<file path="src/rtl/sbd_pkg.sv">
package sbd_pkg;
  typedef enum logic [1:0] {M_IDLE, M_PARSE, M_SKIP} parse_mode_t;
  typedef enum logic [1:0] {F_MB, F_STYPE, F_PPS, F_FNUM} hdr_field_t;
  typedef enum logic {PH_ZEROS, PH_SUFFIX} ue_phase_t;
  localparam logic [4:0] NAL_SLICE     = 5'd1;
  localparam logic [4:0] NAL_IDR_SLICE = 5'd5;
endpackage

</file>
<file path="src/rtl/sbd_bit_feeder.sv">
module sbd_bit_feeder (
  input  logic       clk,
  input  logic       rst_n,
  input  logic       load,
  input  logic [7:0] data,
  input  logic       shift,
  input  logic       flush,
  output logic       bit_out,
  output logic       has_bits
);
  logic [7:0] sh;
  logic [3:0] left;

  assign bit_out  = sh[7];
  assign has_bits = (left != 4'd0);

  always_ff @(posedge clk or negedge rst_n) begin
    if (!rst_n) begin
      sh   <= '0;
      left <= '0;
    end else if (flush) begin
      left <= '0;
    end else if (load) begin
      sh   <= data;
      left <= 4'd8;
    end else if (shift && has_bits) begin
      sh   <= {sh[6:0], 1'b0};
      left <= left - 4'd1;
    end
  end
endmodule

</file>
<file path="src/rtl/sbd_ue_decoder.sv">
module sbd_ue_decoder #(
  parameter int VAL_W = 32
) (
  input  logic             clk,
  input  logic             rst_n,
  input  logic             clr,
  input  logic             bit_en,
  input  logic             bit_in,
  output logic             done,
  output logic             err,
  output logic [VAL_W-1:0] value
);
  import sbd_pkg::*;
  localparam int LZ_W = $clog2(VAL_W);
  localparam logic [LZ_W-1:0] LZ_MAX = LZ_W'(VAL_W - 1);
  localparam logic [VAL_W-1:0] ONE = VAL_W'(1);

  ue_phase_t        phase;
  logic [LZ_W-1:0]  lz;
  logic [LZ_W-1:0]  remain;
  logic [VAL_W-1:0] acc;
  logic [VAL_W-1:0] acc_nx;

  assign acc_nx = {acc[VAL_W-2:0], bit_in};

  always_comb begin
    done  = 1'b0;
    err   = 1'b0;
    value = '0;
    if (bit_en) begin
      if (phase == PH_ZEROS) begin
        if (bit_in && lz == '0) done = 1'b1;
        else if (!bit_in && lz == LZ_MAX) err = 1'b1;
      end else if (remain == LZ_W'(1)) begin
        done  = 1'b1;
        value = ((ONE << lz) | acc_nx) - ONE;
      end
    end
  end

  always_ff @(posedge clk or negedge rst_n) begin
    if (!rst_n) begin
      phase  <= PH_ZEROS;
      lz     <= '0;
      remain <= '0;
      acc    <= '0;
    end else if (clr) begin
      phase  <= PH_ZEROS;
      lz     <= '0;
      remain <= '0;
      acc    <= '0;
    end else if (bit_en) begin
      if (phase == PH_ZEROS) begin
        if (bit_in) begin
          if (lz != '0) begin
            phase  <= PH_SUFFIX;
            remain <= lz;
            acc    <= '0;
          end
        end else if (lz == LZ_MAX) begin
          lz <= '0;
        end else begin
          lz <= lz + LZ_W'(1);
        end
      end else begin
        acc    <= acc_nx;
        remain <= remain - LZ_W'(1);
        if (remain == LZ_W'(1)) begin
          phase <= PH_ZEROS;
          lz    <= '0;
          acc   <= '0;
        end
      end
    end
  end
endmodule

</file>
<file path="src/rtl/sbd_fixed_reader.sv">
module sbd_fixed_reader #(
  parameter int FN_W = 16,
  localparam int CW = $clog2(FN_W + 1)
) (
  input  logic            clk,
  input  logic            rst_n,
  input  logic            clr,
  input  logic            bit_en,
  input  logic            bit_in,
  input  logic [CW-1:0]   nbits,
  output logic            done,
  output logic [FN_W-1:0] value
);
  logic [CW-1:0]   taken;
  logic [FN_W-1:0] acc;

  assign value = {acc[FN_W-2:0], bit_in};
  assign done  = bit_en && ((taken + CW'(1)) == nbits);

  always_ff @(posedge clk or negedge rst_n) begin
    if (!rst_n) begin
      taken <= '0;
      acc   <= '0;
    end else if (clr || done) begin
      taken <= '0;
      acc   <= '0;
    end else if (bit_en) begin
      taken <= taken + CW'(1);
      acc   <= value;
    end
  end
endmodule

</file>
<file path="src/rtl/sbd_pic_tracker.sv">
module sbd_pic_tracker #(
  parameter int FN_W = 16
) (
  input  logic            clk,
  input  logic            rst_n,
  input  logic            upd,
  input  logic [FN_W-1:0] cur_fn,
  input  logic            cur_idr,
  output logic            new_pic
);
  logic            have_prev;
  logic [FN_W-1:0] prev_fn;
  logic            prev_idr;

  assign new_pic = !have_prev || (cur_fn != prev_fn) || (cur_idr && !prev_idr);

  always_ff @(posedge clk or negedge rst_n) begin
    if (!rst_n) begin
      have_prev <= 1'b0;
      prev_fn   <= '0;
      prev_idr  <= 1'b0;
    end else if (upd) begin
      have_prev <= 1'b1;
      prev_fn   <= cur_fn;
      prev_idr  <= cur_idr;
    end
  end
endmodule

</file>
<file path="src/rtl/slice_boundary_detector.sv">
module slice_boundary_detector #(
  parameter int VAL_W = 32,
  parameter int FN_W  = 16,
  parameter int CFG_W = 4
) (
  input  logic             clk,
  input  logic             rst_n,
  input  logic             in_valid,
  output logic             in_ready,
  input  logic [7:0]       in_data,
  input  logic             in_sof,
  input  logic [CFG_W-1:0] cfg_fn_extra,
  output logic             out_valid,
  input  logic             out_ready,
  output logic [4:0]       out_nal_type,
  output logic [VAL_W-1:0] out_first_mb,
  output logic [VAL_W-1:0] out_slice_type,
  output logic [VAL_W-1:0] out_pps_id,
  output logic [FN_W-1:0]  out_frame_num,
  output logic             out_new_pic,
  output logic             out_err
);
  import sbd_pkg::*;
  localparam int CW = $clog2(FN_W + 1);

  parse_mode_t      mode;
  hdr_field_t       field;
  logic [4:0]       type_q;
  logic [CW-1:0]    fbits_q;
  logic [VAL_W-1:0] mb_q, st_q, pps_q;
  logic             pend;

  logic accept, sof_acc, load, bit_en, ue_en, fx_en, flush;
  logic fb_bit, fb_has;
  logic ue_done, ue_err;
  logic [VAL_W-1:0] ue_val;
  logic fx_done;
  logic [FN_W-1:0] fx_val;
  logic tr_new;
  logic is_slice;
  logic [CW:0]   fsum;
  logic [CW-1:0] fbits_nx;

  assign in_ready  = !pend && ((mode != M_PARSE) || !fb_has);
  assign accept    = in_valid && in_ready;
  assign sof_acc   = accept && in_sof;
  assign load      = accept && !in_sof && (mode == M_PARSE);
  assign bit_en    = (mode == M_PARSE) && fb_has;
  assign ue_en     = bit_en && (field != F_FNUM);
  assign fx_en     = bit_en && (field == F_FNUM);
  assign flush     = sof_acc || ue_err || fx_done;
  assign is_slice  = (in_data[4:0] == NAL_SLICE) || (in_data[4:0] == NAL_IDR_SLICE);
  assign out_valid = pend;

  assign fsum     = {{(CW + 1 - CFG_W){1'b0}}, cfg_fn_extra} + (CW + 1)'(4);
  assign fbits_nx = (fsum > (CW + 1)'(FN_W)) ? CW'(FN_W) : fsum[CW-1:0];

  sbd_bit_feeder u_feed (
    .clk(clk), .rst_n(rst_n), .load(load), .data(in_data),
    .shift(bit_en), .flush(flush), .bit_out(fb_bit), .has_bits(fb_has)
  );

  sbd_ue_decoder #(.VAL_W(VAL_W)) u_ue (
    .clk(clk), .rst_n(rst_n), .clr(sof_acc), .bit_en(ue_en), .bit_in(fb_bit),
    .done(ue_done), .err(ue_err), .value(ue_val)
  );

  sbd_fixed_reader #(.FN_W(FN_W)) u_fx (
    .clk(clk), .rst_n(rst_n), .clr(sof_acc), .bit_en(fx_en), .bit_in(fb_bit),
    .nbits(fbits_q), .done(fx_done), .value(fx_val)
  );

  sbd_pic_tracker #(.FN_W(FN_W)) u_trk (
    .clk(clk), .rst_n(rst_n), .upd(fx_done), .cur_fn(fx_val),
    .cur_idr(type_q == NAL_IDR_SLICE), .new_pic(tr_new)
  );

  always_ff @(posedge clk or negedge rst_n) begin
    if (!rst_n) begin
      mode           <= M_IDLE;
      field          <= F_MB;
      type_q         <= '0;
      fbits_q        <= '0;
      mb_q           <= '0;
      st_q           <= '0;
      pps_q          <= '0;
      pend           <= 1'b0;
      out_nal_type   <= '0;
      out_first_mb   <= '0;
      out_slice_type <= '0;
      out_pps_id     <= '0;
      out_frame_num  <= '0;
      out_new_pic    <= 1'b0;
      out_err        <= 1'b0;
    end else begin
      if (pend && out_ready) pend <= 1'b0;
      if (sof_acc) begin
        type_q  <= in_data[4:0];
        mode    <= is_slice ? M_PARSE : M_SKIP;
        field   <= F_MB;
        fbits_q <= fbits_nx;
      end else if (ue_err) begin
        mode           <= M_SKIP;
        pend           <= 1'b1;
        out_nal_type   <= type_q;
        out_first_mb   <= mb_q;
        out_slice_type <= st_q;
        out_pps_id     <= pps_q;
        out_frame_num  <= '0;
        out_new_pic    <= 1'b0;
        out_err        <= 1'b1;
      end else if (ue_done) begin
        case (field)
          F_MB:    begin mb_q  <= ue_val; field <= F_STYPE; end
          F_STYPE: begin st_q  <= ue_val; field <= F_PPS;   end
          default: begin pps_q <= ue_val; field <= F_FNUM;  end
        endcase
      end else if (fx_done) begin
        mode           <= M_SKIP;
        pend           <= 1'b1;
        out_nal_type   <= type_q;
        out_first_mb   <= mb_q;
        out_slice_type <= st_q;
        out_pps_id     <= pps_q;
        out_frame_num  <= fx_val;
        out_new_pic    <= tr_new;
        out_err        <= 1'b0;
      end
    end
  end
endmodule

</file>
<file path="config.mk">
export PLATFORM = sky130hd
export DESIGN_NAME = slice_boundary_detector
export DESIGN_NICKNAME = d
export VERILOG_FILES = /design/src/rtl/sbd_pkg.sv /design/src/rtl/sbd_bit_feeder.sv /design/src/rtl/sbd_ue_decoder.sv /design/src/rtl/sbd_fixed_reader.sv /design/src/rtl/sbd_pic_tracker.sv /design/src/rtl/slice_boundary_detector.sv
export SDC_FILE = /design/constraint.sdc
export NUM_CORES = 1
export LEC_CHECK = 0
export BUFFER_PORTS_ARGS = -buffer_cell sky130_fd_sc_hd__buf_2
export CORE_ASPECT_RATIO = 0.8
export CORE_MARGIN = 5
export CORE_UTILIZATION = 59
export CTS_CLUSTER_DIAMETER = 50
export DETAILED_ROUTE_END_ITERATION = 16
export GPL_TIMING_DRIVEN = 0
export PLACE_DENSITY = 0.79
export SYNTH_ARGS = -nofsm -noshare
export SYNTH_HDL_FRONTEND = slang
export SYNTH_SLANG_ARGS = --single-unit
export TNS_END_PERCENT = 20
</file>
<file path="constraint.sdc">
create_clock -name clk -period 3.3 [get_ports clk]
set_clock_uncertainty 0.15 [all_clocks]
set_input_delay 0.33 -clock clk [delete_from_list [all_inputs] [get_ports clk]]
set_output_delay 0.33 -clock clk [all_outputs]
set_load 0.02 [all_outputs]
</file>
* Word level (Yosys, flattened, before mapping)
Index checks and enable logic that the tools add are counted.
** Storage, ports and cells
- Input port bits :: 17
- Logic and storage cells :: 185
- Flip-flop bits (word level) :: 322
- Output and inout bits :: 121
** Cells by class
- Shift-type cells :: 1
- $add $sub $neg :: 6
- Bitwise logic cells :: 5
- Reductions and logical operators :: 50
- Mux-type cells :: 79
- Order comparisons :: 1
- Equality and inequality tests :: 17
** Operators by type and width (count)
- two-way mux 32 bit :: 12
- two-way mux 31 bit :: 6
- two-way mux 5 bit :: 17
- two-way mux 16 bit :: 3
- bitwise OR 32 bit :: 1
- left shift 1 x 5 -> 32 bit (first input constant) :: 1
- subtractor 32 x 1 -> 32 bit (second input constant) :: 1
- two-way mux 15 bit :: 2
- two-way mux 1 bit :: 25
- two-way mux 2 bit :: 8
- two-way mux 8 bit :: 2
- != test 16 bit :: 1
- logical AND 1 bit :: 14
- two-way mux 4 bit :: 3
- AND reduction 4 bit :: 3
- nonzero test 3 bit :: 4
- adder 5 x 1 -> 5 bit (second input constant) :: 2
- equality test 5 x 1 -> 1 bit (second input constant) :: 2
- equality test 5 x 3 -> 1 bit (second input constant) :: 2
- nonzero test 2 bit :: 5
- AND reduction 3 bit :: 3
- logical OR 1 bit :: 7
- logical NOT 1 bit :: 6
- != test 2 bit (second input constant) :: 3
- other kinds (19) :: 26

* Depth between registers and ports, before layout
Gate-level depths: netlist of the first run.
- Depth in word-level cells :: 10
- Depth in mapped cells :: 12
- Mapped depth without buffers :: 11

* By module
From an unflattened synthesis of the first run, not the netlist that was laid out.
** Second synthesis, totals
- Cells, all modules :: 1081
- Area total of the unflattened synthesis :: 14941.8 sq um
** Modules (own cells, without submodules)
- slice_boundary_detector :: cells an instance 525, area an instance 9062.4 sq um, sequential area each 5755.5 sq um, times used 1
- sbd_ue_decoder :: cells an instance 354, area an instance 3149.3 sq um, sequential area each 1051.0 sq um, times used 1
- sbd_fixed_reader :: cells an instance 86, area an instance 1187.4 sq um, sequential area each 500.5 sq um, times used 1
- sbd_pic_tracker :: cells an instance 61, area an instance 854.6 sq um, sequential area each 450.4 sq um, times used 1
- sbd_bit_feeder :: cells an instance 55, area an instance 688.2 sq um, sequential area each 300.3 sq um, times used 1

* Worst setup path before layout of the first run
No wires, ideal clock.
- Path type :: reg2reg
- Start :: reg u_ue.lz[1]
- End :: reg mb_q[26]
- Setup time :: 0.124 ns
- Required time :: 3.026 ns
- Arrival :: 2.544 ns
- Stages on the path, launching flop included :: 13
- Buffers on the path :: 1
- Period minus slack after synthesis :: 2.818 ns
- Path slack :: 0.482 ns
- Cells stage by stage :: dfrtp_1 inv_1 ha_1 nor2b_1 a21oi_1 ha_1 inv_1 a211oi_1 nand3_1 buf_2 nor3_1 a211o_1 nand3_1
** Between the ends
- Word-level cells in the longest chain between the ends :: 8
- Elaborated cells between the ends (all ways) :: 19
- Classes of those cells :: add/sub: 1; eq/ne: 1; shift: 1; mux: 10; bitwise: 2; reduce/logical: 4
** Ends and longest elaborated chain
- from (decl) :: line sbd_ue_decoder.sv:19 : logic [LZ_W-1:0] lz;
- from (signal assigned) :: line sbd_ue_decoder.sv:63 : lz <= lz + LZ_W'(1);
- branches (longest 8 deep; another with subtractor 32 x 1 -> 32 bit)
- to (signal assigned) :: line slice_boundary_detector.sv:84 : mb_q <= '0;
- to (signal assigned) :: line slice_boundary_detector.sv:114 : F_MB: begin mb_q <= ue_val; field <= F_STYPE; end
- to (decl) :: line slice_boundary_detector.sv:30 : logic [VAL_W-1:0] mb_q, st_q, pps_q;
Parallel ways; which one is timed is not known.
A chain may end at the register's enable or synchronous reset.

* Worst setup path after layout of the first run
- Start :: reg u_feed.left[0]
- End :: reg st_q[28]
** Between the ends
- Word-level cells in the longest chain between the ends :: 8
- Elaborated cells between the ends (all ways) :: 14
- Classes of those cells :: mux: 3; bitwise: 2; reduce/logical: 9
** Ends and longest elaborated chain
- from (decl) :: line sbd_bit_feeder.sv:12 : logic [3:0] left;
- from (signal assigned) :: line sbd_bit_feeder.sv:28 : left <= left - 4'd1;
- nonzero test 4 bit (*) :: line sbd_bit_feeder.sv:15 : assign has_bits = (left != 4'd0);
- logical NOT 1 bit :: line slice_boundary_detector.sv:44 : assign in_ready = !pend && ((mode != M_PARSE) || !fb_has);
- logical OR 1 bit :: line slice_boundary_detector.sv:44
- logical AND 1 bit :: line slice_boundary_detector.sv:44
- logical AND 1 bit :: line slice_boundary_detector.sv:45 : assign accept = in_valid && in_ready;
- logical AND 1 bit :: line slice_boundary_detector.sv:46 : assign sof_acc = accept && in_sof;
- inverter 1 bit (no source line)
- AND reduction 4 bit (no source line)
- to (signal assigned) :: line slice_boundary_detector.sv:85 : st_q <= '0;
- to (signal assigned) :: line slice_boundary_detector.sv:115 : F_STYPE: begin st_q <= ue_val; field <= F_PPS; end
- to (decl) :: line slice_boundary_detector.sv:30
Every way passes the cells marked *; elsewhere a longest branch is shown, timed or not.

==> metrics.md, run 1 <==
| Metric | Value |
|---|---|
| FF-to-FF setup slack | `0.03 ns` |
| Yosys reg bits | `322` |
| Ranking of synthesized cells by area | `dfrtp_1 56%, mux2_2 9.6%, nand2_1 5.0%, a22o_1 4.1%, nand3_1 1.5%` |
| Worst setup margin | `0.03499 ns` |
| Yosys top cell by area | `dfrtp_1` |
| Crit path launch type | `register` |
| Routed vias | `11,102` |
| Pwr Density | `485.9 nW/um^2` |
| CORE AREA | `24,180 um^2` |
| Syn avg cell area | `11.46 um^2` |
| Tightest Pin Transition | `1.034 ns` |
| Post-DP HPWL | `25,680 um` |
| Final Cycle Share | `98.94%` |
| Area grow syn2layout | `18.28%` |
| Die Area | `27,700 um^2` |
| Initial antenna violation count | `0` |
| Worst hold start | `in_data[7]` |
| Post-Synth XOR/XNOR Area | `2.428%` |
| Routed wire length | `37,700 um` |
| Area share of the largest cell type after synthesis | `55.84%` |
| Relative slew slack | `30.15%` |
| Htree depth | `2` |
| Post-synth ARST share | `100.0%` |
| Total CTS buffers | `36` |
| Main synth FF type | `dfrtp_1` |
| CP bufs+invs | `2` |
| Reg2reg start | `u_feed.left[0]$_DFFE_PN0P_` |
| Commonest cells in the netlist | `322 x dfrtp_1, 191 x nand2_1, 123 x mux2_2` |
| Cells after Synth | `1,259` |
| Crit-path cells | `inv_1 > ha_1 > nor3b_2 > nor3_2 > nand3_1 > nor2_2 > buf_2 > nand4_1 > nand3_1` |
| IO Pins | `138` |
| Share of post-route cells with drive strength above 1 | `28.25%` |
| Nets@finish | `1,489` |
| Count leader, synth | `dfrtp_1` |
| Hold Fails Final Rpt | `0` |
| Reg2reg end | `st_q[28]$_DFFE_PN0P_` |
| Final Slew Violations | `0` |
| First-pass GRT wire length | `60,220 um` |
| Syn nets | `1,290` |
| Via density per instance | `6.164` |
| CP peak stage delay | `0.50 ns` |
| ANT nets after route | `0` |
| Vias in the first global route | `10,910` |
| Reg clk slew, reported paths | `0.06 ns` |
| Reg2Reg Depth | `9` |
| Post-Synth Simple-Gate Area | `14.61%` |
| Largest family of logic cells by synthesized area | `simple AND/OR/NAND/NOR gates` |
| Number of port buffers | `137` |
| Die X-Extent | `184.8 um` |
| Yosys cell types | `76` |
| Routed len/inst | `20.93 um` |
| DR iter-0 viols | `1,217` |
| Multiplexer area fraction after synthesis | `9.877%` |
| Status | `complete, no violations` |
| Post-route DRC | `0` |
| Worst path top cell family by delay | `simple AND/OR/NAND/NOR gates` |
| RSZ-0062 raised after global routing | `true` |
| Crit end category | `register` |
| Fmax | `0.3063 GHz` |
| Crit path max fanout | `10` |
| Worst Path Required | `3.60 ns` |
| Number of synthesized flops with an enable pin | `0` |
| Synth warn | `0` |
| Die height | `149.9 um` |
| GPL Wtd Cong | `0.9668` |
| Core Rows | `51` |
| Min-Delay Endpoint | `u_feed.sh[7]$_DFFE_PN0P_` |
| WP depth | `9` |
| CTS tree | `yes` |
| Adder-cell share of the synthesized area | `1.214%` |
| Clock Path Buffers | `3` |
| CTS root buf | `clkbuf_16` |
| Largest net degree at the start of global routing | `129` |
| Seq/Total Area, Yosys | `55.84%` |
| Max-Cap Viols | `0` |
| Leak | `8.657 nW` |
| Clk_lat worst skew | `0.52 ns` |
| Hold Slack | `0.03751 ns` |
| Gr usage total | `27.24%` |
| Synthesized area | `14,430 um^2` |
| # clock sinks | `322` |
| Global route overflow | `0` |
| Max VDD drop | `0.0003281 V` |
| Initial Utilization | `59.66%` |
| Critical path class | `reg -> reg` |
| Hold Path Class | `in -> reg` |
| Drt first pass iters | `5` |
| Inserted Diodes | `0` |
| Worst hold path depth | `3` |
| CP arrival | `3.56 ns` |
| Final setup viols | `0` |
| Most frequent CP cell | `nand3_1` |
| Compound-Gate Fraction of Synth Area | `13.37%` |
| Dpl ws | `-0.6234 ns` |
| Minimum clock period | `3.265 ns` |
| Slowest cell on crit path | `nor2_2` |
## layer usage
layer / up-vias / wire (um) / part of all wire, % / track usage, %
li1: 4972 / - / - / -
met1: 5553 / 16600 / 44 / 40.94
met2: 504 / 17050 / 45 / 41.19
met3: 73 / 3343 / 8.9 / 6.002
met4: 0 / 701 / 1.9 / 5.869
met5: - / 0 / 0 / 0
## cell families after synthesis
logic type	after synthesis
buffers and inverters	92
adder cells (fa/ha/maj)	14
XOR/XNOR	40
multiplexers	127
AO/OA/AOI/OAI	247
flip-flops	322
AND/OR/NAND/NOR	417
## through the flow
step	std cells	utilization (%)	TNS [ns]	power, mW	cell area (um^2)
after CTS	1795	69.98	-0.4852	8.306	16930
after global routing	1801	70.57	-1.104	8.563	17070
final	1801	70.57	0	8.292	17070
after global placement	1714	64.14	-1380.33	4.485	15510
after detailed placement	1717	64.52	-61.38	4.508	15610
after floorplan	1259	-	0	4.314	14430
## cell type report
class	instances	area, um^2
flip-flops and latches	322	8060
multi-input cells	845	6115
inverters	19	71.32
clock inverters	17	136.4
repair buffers	161	963.4
fillers	1750	7118
well taps	318	397.9
plain buffers	73	334.1
clock buffers	46	988.4
## where the power goes
group / total [mW] / internal (mW) / switching [mW] / leakage, nW
Clock: 3.80 / 2.16 / 1.65 / 0.561
Combinational: 0.488 / 0.152 / 0.336 / 3.64
Sequential: 4.00 / 3.97 / 0.0269 / 4.46
Total: 8.29 / 6.28 / 2.01 / 8.66
## state kept, by name, summed over array words and instances, names as in the netlist, 2 cells and up
signal / cells
mb_q: 32
out_first_mb: 32
out_pps_id: 32
out_slice_type: 32
pps_q: 32
st_q: 32
u_ue.acc: 31
out_frame_num: 16
u_trk.prev_fn: 16
u_fx.acc: 15
u_feed.sh: 8
fbits_q: 5
out_nal_type: 5
type_q: 5
u_fx.taken: 5
u_ue.lz: 5
u_ue.remain: 5
u_feed.left: 4
field: 2
mode: 2
## how the worst max path moves through the flow
stage,startpoint,endpoint,slack (ns)
3_5_place_dp,u_ue.lz[2]$_DFFE_PN0P_,out_slice_type[26]$_DFFE_PN0P_,-0.62
2_1_floorplan,u_ue.lz[1]$_DFFE_PN0P_,mb_q[26]$_DFFE_PN0P_,0.48
4_1_cts,u_ue.lz[1]$_DFFE_PN0P_,pps_q[29]$_DFFE_PN0P_,-0.08
3_3_place_gp,rst_n,mb_q[24]$_DFFE_PN0P_,-4.15
6_report,u_feed.left[0]$_DFFE_PN0P_,st_q[28]$_DFFE_PN0P_,0.03
5_1_grt,u_ue.remain[1]$_DFFE_PN0P_,mb_q[28]$_DFFE_PN0P_,-0.06
## cell usage in the layout (no fill, tap or decap), types with 7 or more instances in the layout
cell type,count
inv_1,19
and3_1,8
xor2_1,23
clkbuf_16,36
buf_2,156
nor3_2,7
a21o_1,10
dfrtp_1,320
dlygate4sd3_1,11
nand2_1,191
a211o_1,18
ha_1,12
o21ai_0,27
nand4_1,30
a31oi_1,9
nor2b_1,8
nor2_1,39
clkbuf_1,45
mux2_2,123
buf_4,16
a21oi_1,39
o31ai_1,19
nor3_1,18
nand3_1,43
clkinv_2,9
and2_1,7
xnor2_1,17
nor4_1,7
a22o_1,68
## worst register-to-register path, delay by kind of cell, from the launching register on
family        cells  cell delay, ns
simple gates      6            2.00
buf+inv           2            0.44
flops             1            0.40
fa+ha+maj         1            0.22
## timing repair
action | CTS | global route
hold buffers | 11 | 0
endpoints found under the hold margin | 138 | 0
gates cloned | 0 | 0
resized for setup | 15 | 25
setup buffers | 4 | 6
pin swaps | 2 | 5
endpoints found under the setup margin | 194 | 117
(Power assumes the default switching activity.)
==> inputs of run 2 (changes only) <==
--- a/config.mk
+++ b/config.mk
@@ -6,7 +6,7 @@
 export NUM_CORES = 1
 export LEC_CHECK = 0
 export BUFFER_PORTS_ARGS = -buffer_cell sky130_fd_sc_hd__buf_2
-export CORE_ASPECT_RATIO = 0.8
+export CORE_ASPECT_RATIO = 1.25
 export CORE_MARGIN = 5
 export CORE_UTILIZATION = 59
 export CTS_CLUSTER_DIAMETER = 50
==> metrics.md, run 2 (synthesized netlist as in run 1, its figures left out) <==
| Metric | Value |
|---|---|
| Via density per instance | `6.064 (was 6.164)` |
| Commonest non-fill, non-tap cell in the layout | `dfrtp_1 (unchanged)` |
| Reg2Reg Depth | `9 (unchanged)` |
| Clock Path Buffers | `3 (unchanged)` |
| Routed len/inst | `20.40 um (was 20.93 um)` |
| Worst Path Required | `3.52 ns (was 3.60 ns)` |
| Fmax | `0.3088 GHz (was 0.3063 GHz)` |
| Minimum clock period | `3.238 ns (was 3.265 ns)` |
| Reg clk slew, reported paths | `0.06 ns (about the same)` |
| Gr usage total | `27.13% (was 27.24%)` |
| Nets@finish | `1,480 (was 1,489)` |
| Routed vias | `10,922 (was 11,102)` |
| Inserted Diodes | `0 (unchanged)` |
| CTS root buf | `clkbuf_16 (unchanged)` |
| Worst hold start | `in_data[7] (unchanged)` |
| Max VDD drop | `0.0004252 V (was 0.0003281 V)` |
| GPL Wtd Cong | `0.9358 (was 0.9668)` |
| IO Pins | `138 (unchanged)` |
| GR Util met2 | `47.20% (was 41.19%)` |
| Critical path class | `reg -> reg (unchanged)` |
| Vias in the first global route | `11,262 (was 10,910)` |
| Final Slew Violations | `0 (unchanged)` |
| Largest net degree at the start of global routing | `126 (was 129)` |
| Reg2reg start | `u_ue.lz[0]$_DFFE_PN0P_ (was u_feed.left[0]$_DFFE_PN0P_)` |
| CORE AREA | `24,260 um^2 (was 24,180 um^2)` |
| Routed wire length | `36,730 um (was 37,700 um)` |
| Tightest Pin Transition | `0.7383 ns (was 1.034 ns)` |
| Slowest cell on crit path | `dfrtp_2 (was nor2_2)` |
| Initial Utilization | `59.47% (was 59.66%)` |
| Worst path top cell family by delay | `simple AND/OR/NAND/NOR gates (unchanged)` |
| Share of post-route cells with drive strength above 1 | `28.42% (was 28.25%)` |
| Core Rows | `64 (was 51)` |
| Multi-input gate area | `6188 um^2 (was 6115 um^2)` |
| Area grow syn2layout | `18.57% (was 18.28%)` |
| CP bufs+invs | `2 (unchanged)` |
| Clk_lat worst skew | `0.51 ns (was 0.52 ns)` |
| Htree depth | `2 (unchanged)` |
| FF-to-FF setup slack | `0.06 ns (was 0.03 ns)` |
| First-pass GRT wire length | `60,090 um (was 60,220 um)` |
| Hold Fails Final Rpt | `0 (unchanged)` |
| Final core occ | `70.51% (was 70.57%)` |
| Global route overflow | `0 (unchanged)` |
| Leak | `8.649 nW (was 8.657 nW)` |
| Crit end category | `register (unchanged)` |
| Number of port buffers | `137 (unchanged)` |
| ANT nets after route | `0 (unchanged)` |
| Min-Delay Endpoint | `u_feed.sh[7]$_DFFE_PN0P_ (unchanged)` |
| Max-Cap Viols | `0 (unchanged)` |
| Die X-Extent | `149.9 um (was 184.8 um)` |
| GR Util met1 | `33.77% (was 40.94%)` |
| Fill count | `1,714 (was 1,750)` |
| Die height | `184.8 um (was 149.9 um)` |
| Crit path max fanout | `10 (unchanged)` |
| Most frequent cells in the layout | `320 x dfrtp_1, 191 x nand2_1, 153 x buf_2, 123 x mux2_2, 68 x a22o_1 (was 320 x dfrtp_1, 191 x nand2_1, 156 x buf_2, 123 x mux2_2, 68 x a22o_1)` |
| M3 GR Usage | `3.940% (was 6.002%)` |
| CP peak stage delay | `0.49 ns (was 0.50 ns)` |
| CP arrival | `3.46 ns (was 3.56 ns)` |
| Final setup viols | `0 (unchanged)` |
| # clock sinks | `322 (unchanged)` |
| Layer with the highest usage | `met2 (unchanged)` |
| Drt first pass iters | `7 (was 5)` |
| Crit-path cells | `inv_1 > ha_1 > or2_2 > a311oi_4 > nand4_1 > buf_2 > nor4_2 > xor2_2 > o21ai_1 (was inv_1 > ha_1 > nor3b_2 > nor3_2 > nand3_1 > nor2_2 > buf_2 > nand4_1 > nand3_1)` |
| Hold Path Class | `in -> reg (unchanged)` |
| CTS tree | `yes (unchanged)` |
| Reg2reg end | `st_q[19]$_DFFE_PN0P_ (was st_q[28]$_DFFE_PN0P_)` |
| Worst hold path depth | `3 (unchanged)` |
| Die Area | `27,700 um^2 (unchanged)` |
| Initial antenna violation count | `0 (unchanged)` |
| Crit path launch type | `register (unchanged)` |
| Post-DP HPWL | `25,740 um (was 25,680 um)` |
| Post-route DRC | `0 (unchanged)` |
| RSZ-0062 raised after global routing | `true (unchanged)` |
| Register area | `8060 um^2 (unchanged)` |
| DR iter-0 viols | `646 (was 1,217)` |
| Final Cycle Share | `98.13% (was 98.94%)` |
| Total CTS buffers | `34 (was 36)` |
| Status | `complete, no violations (unchanged)` |
| Relative slew slack | `50.78% (was 30.15%)` |
| Pwr Density | `489.4 nW/um^2 (was 485.9 nW/um^2)` |
| Hold Slack | `0.02742 ns (was 0.03751 ns)` |
[run 2: cell count changes in the layout (fill, tap and decap cells not counted), sizes merged]
cell,previous run,this run
clkinv,12,4
buf,177,172
bufinv,0,4
inv,23,20
clkinvlp,1,2
dlygate4sd3,11,10
[run 2: worst max path at each step]
stage | start | to | slack [ns] | cells after the start
after detailed placement | u_ue.lz[2]$_DFFE_PN0P_ | mode[1]$_DFFE_PN0P_ | -0.60 | 11
after global placement | rst_n | out_nal_type[2]$_DFFE_PN0P_ | -4.11 | 1
final | u_ue.lz[0]$_DFFE_PN0P_ | st_q[19]$_DFFE_PN0P_ | 0.06 | 9
after global routing | u_ue.lz[2]$_DFFE_PN0P_ | st_q[18]$_DFFE_PN0P_ | -0.03 | 10
after floorplan | u_ue.lz[1]$_DFFE_PN0P_ | mb_q[26]$_DFFE_PN0P_ | 0.48 | 12
after CTS | u_ue.lz[1]$_DFFE_PN0P_ | pps_q[29]$_DFFE_PN0P_ | -0.06 | 9
[run 2: metrics by stage]
stage	setup TNS [ns]	cell area (um^2)	total power, mW	instances	setup WS, ns
6_report	0	17110	8.372	1801	0.06184
5_1_grt	-0.2418	17110	8.638	1801	-0.02645
3_3_place_gp	-1361.60	15530	4.493	1726	-4.111
4_1_cts	-0.1451	16930	8.395	1797	-0.05726
3_5_place_dp	-64.34	15590	4.512	1728	-0.5964
2_1_floorplan	0	14430	4.314	1259	0.4818
[run 2: routing by layer]
metal	part of all wire, %	wire length, um
met5	0	0
met4	4.3	1567
met3	6.0	2202
met2	51	18700
met1	39	14270
[run 2: final cells by class]
| cell class | instances | area share [%] |
|---|---|---|
| plain buffers | 73 | 2.033 |
| inverters | 19 | 0.4169 |
| flip-flops and latches | 322 | 47.11 |
| clock buffers | 47 | 5.675 |
| repair buffers | 154 | 5.193 |
| clock inverters | 11 | 0.9800 |
| well taps | 330 | 2.414 |
| multi-input cells | 845 | 36.17 |
[run 2: tightest hold or removal path: stages]
cell and delay (ns):
buf_2 0.09, mux2i_1 0.08, mux2i_1 0.13
[run 2: report_power, final]
part	total (mW)	internal [mW]	switching (mW)	leakage, nW
clock network	3.88	2.37	1.51	0.553
logic	0.486	0.148	0.338	3.64
registers	4.00	3.97	0.0296	4.46
[run 2: repair_timing]
item                                   in CTS  in global routing
setup endpoints to repair                 201                183
resized for setup                          25                 36
gates cloned                                0                  0
hold buffers                               10                  0
endpoints found under the hold margin     103                  0
pin swaps                                   2                  2
buffers inserted                            1                  4
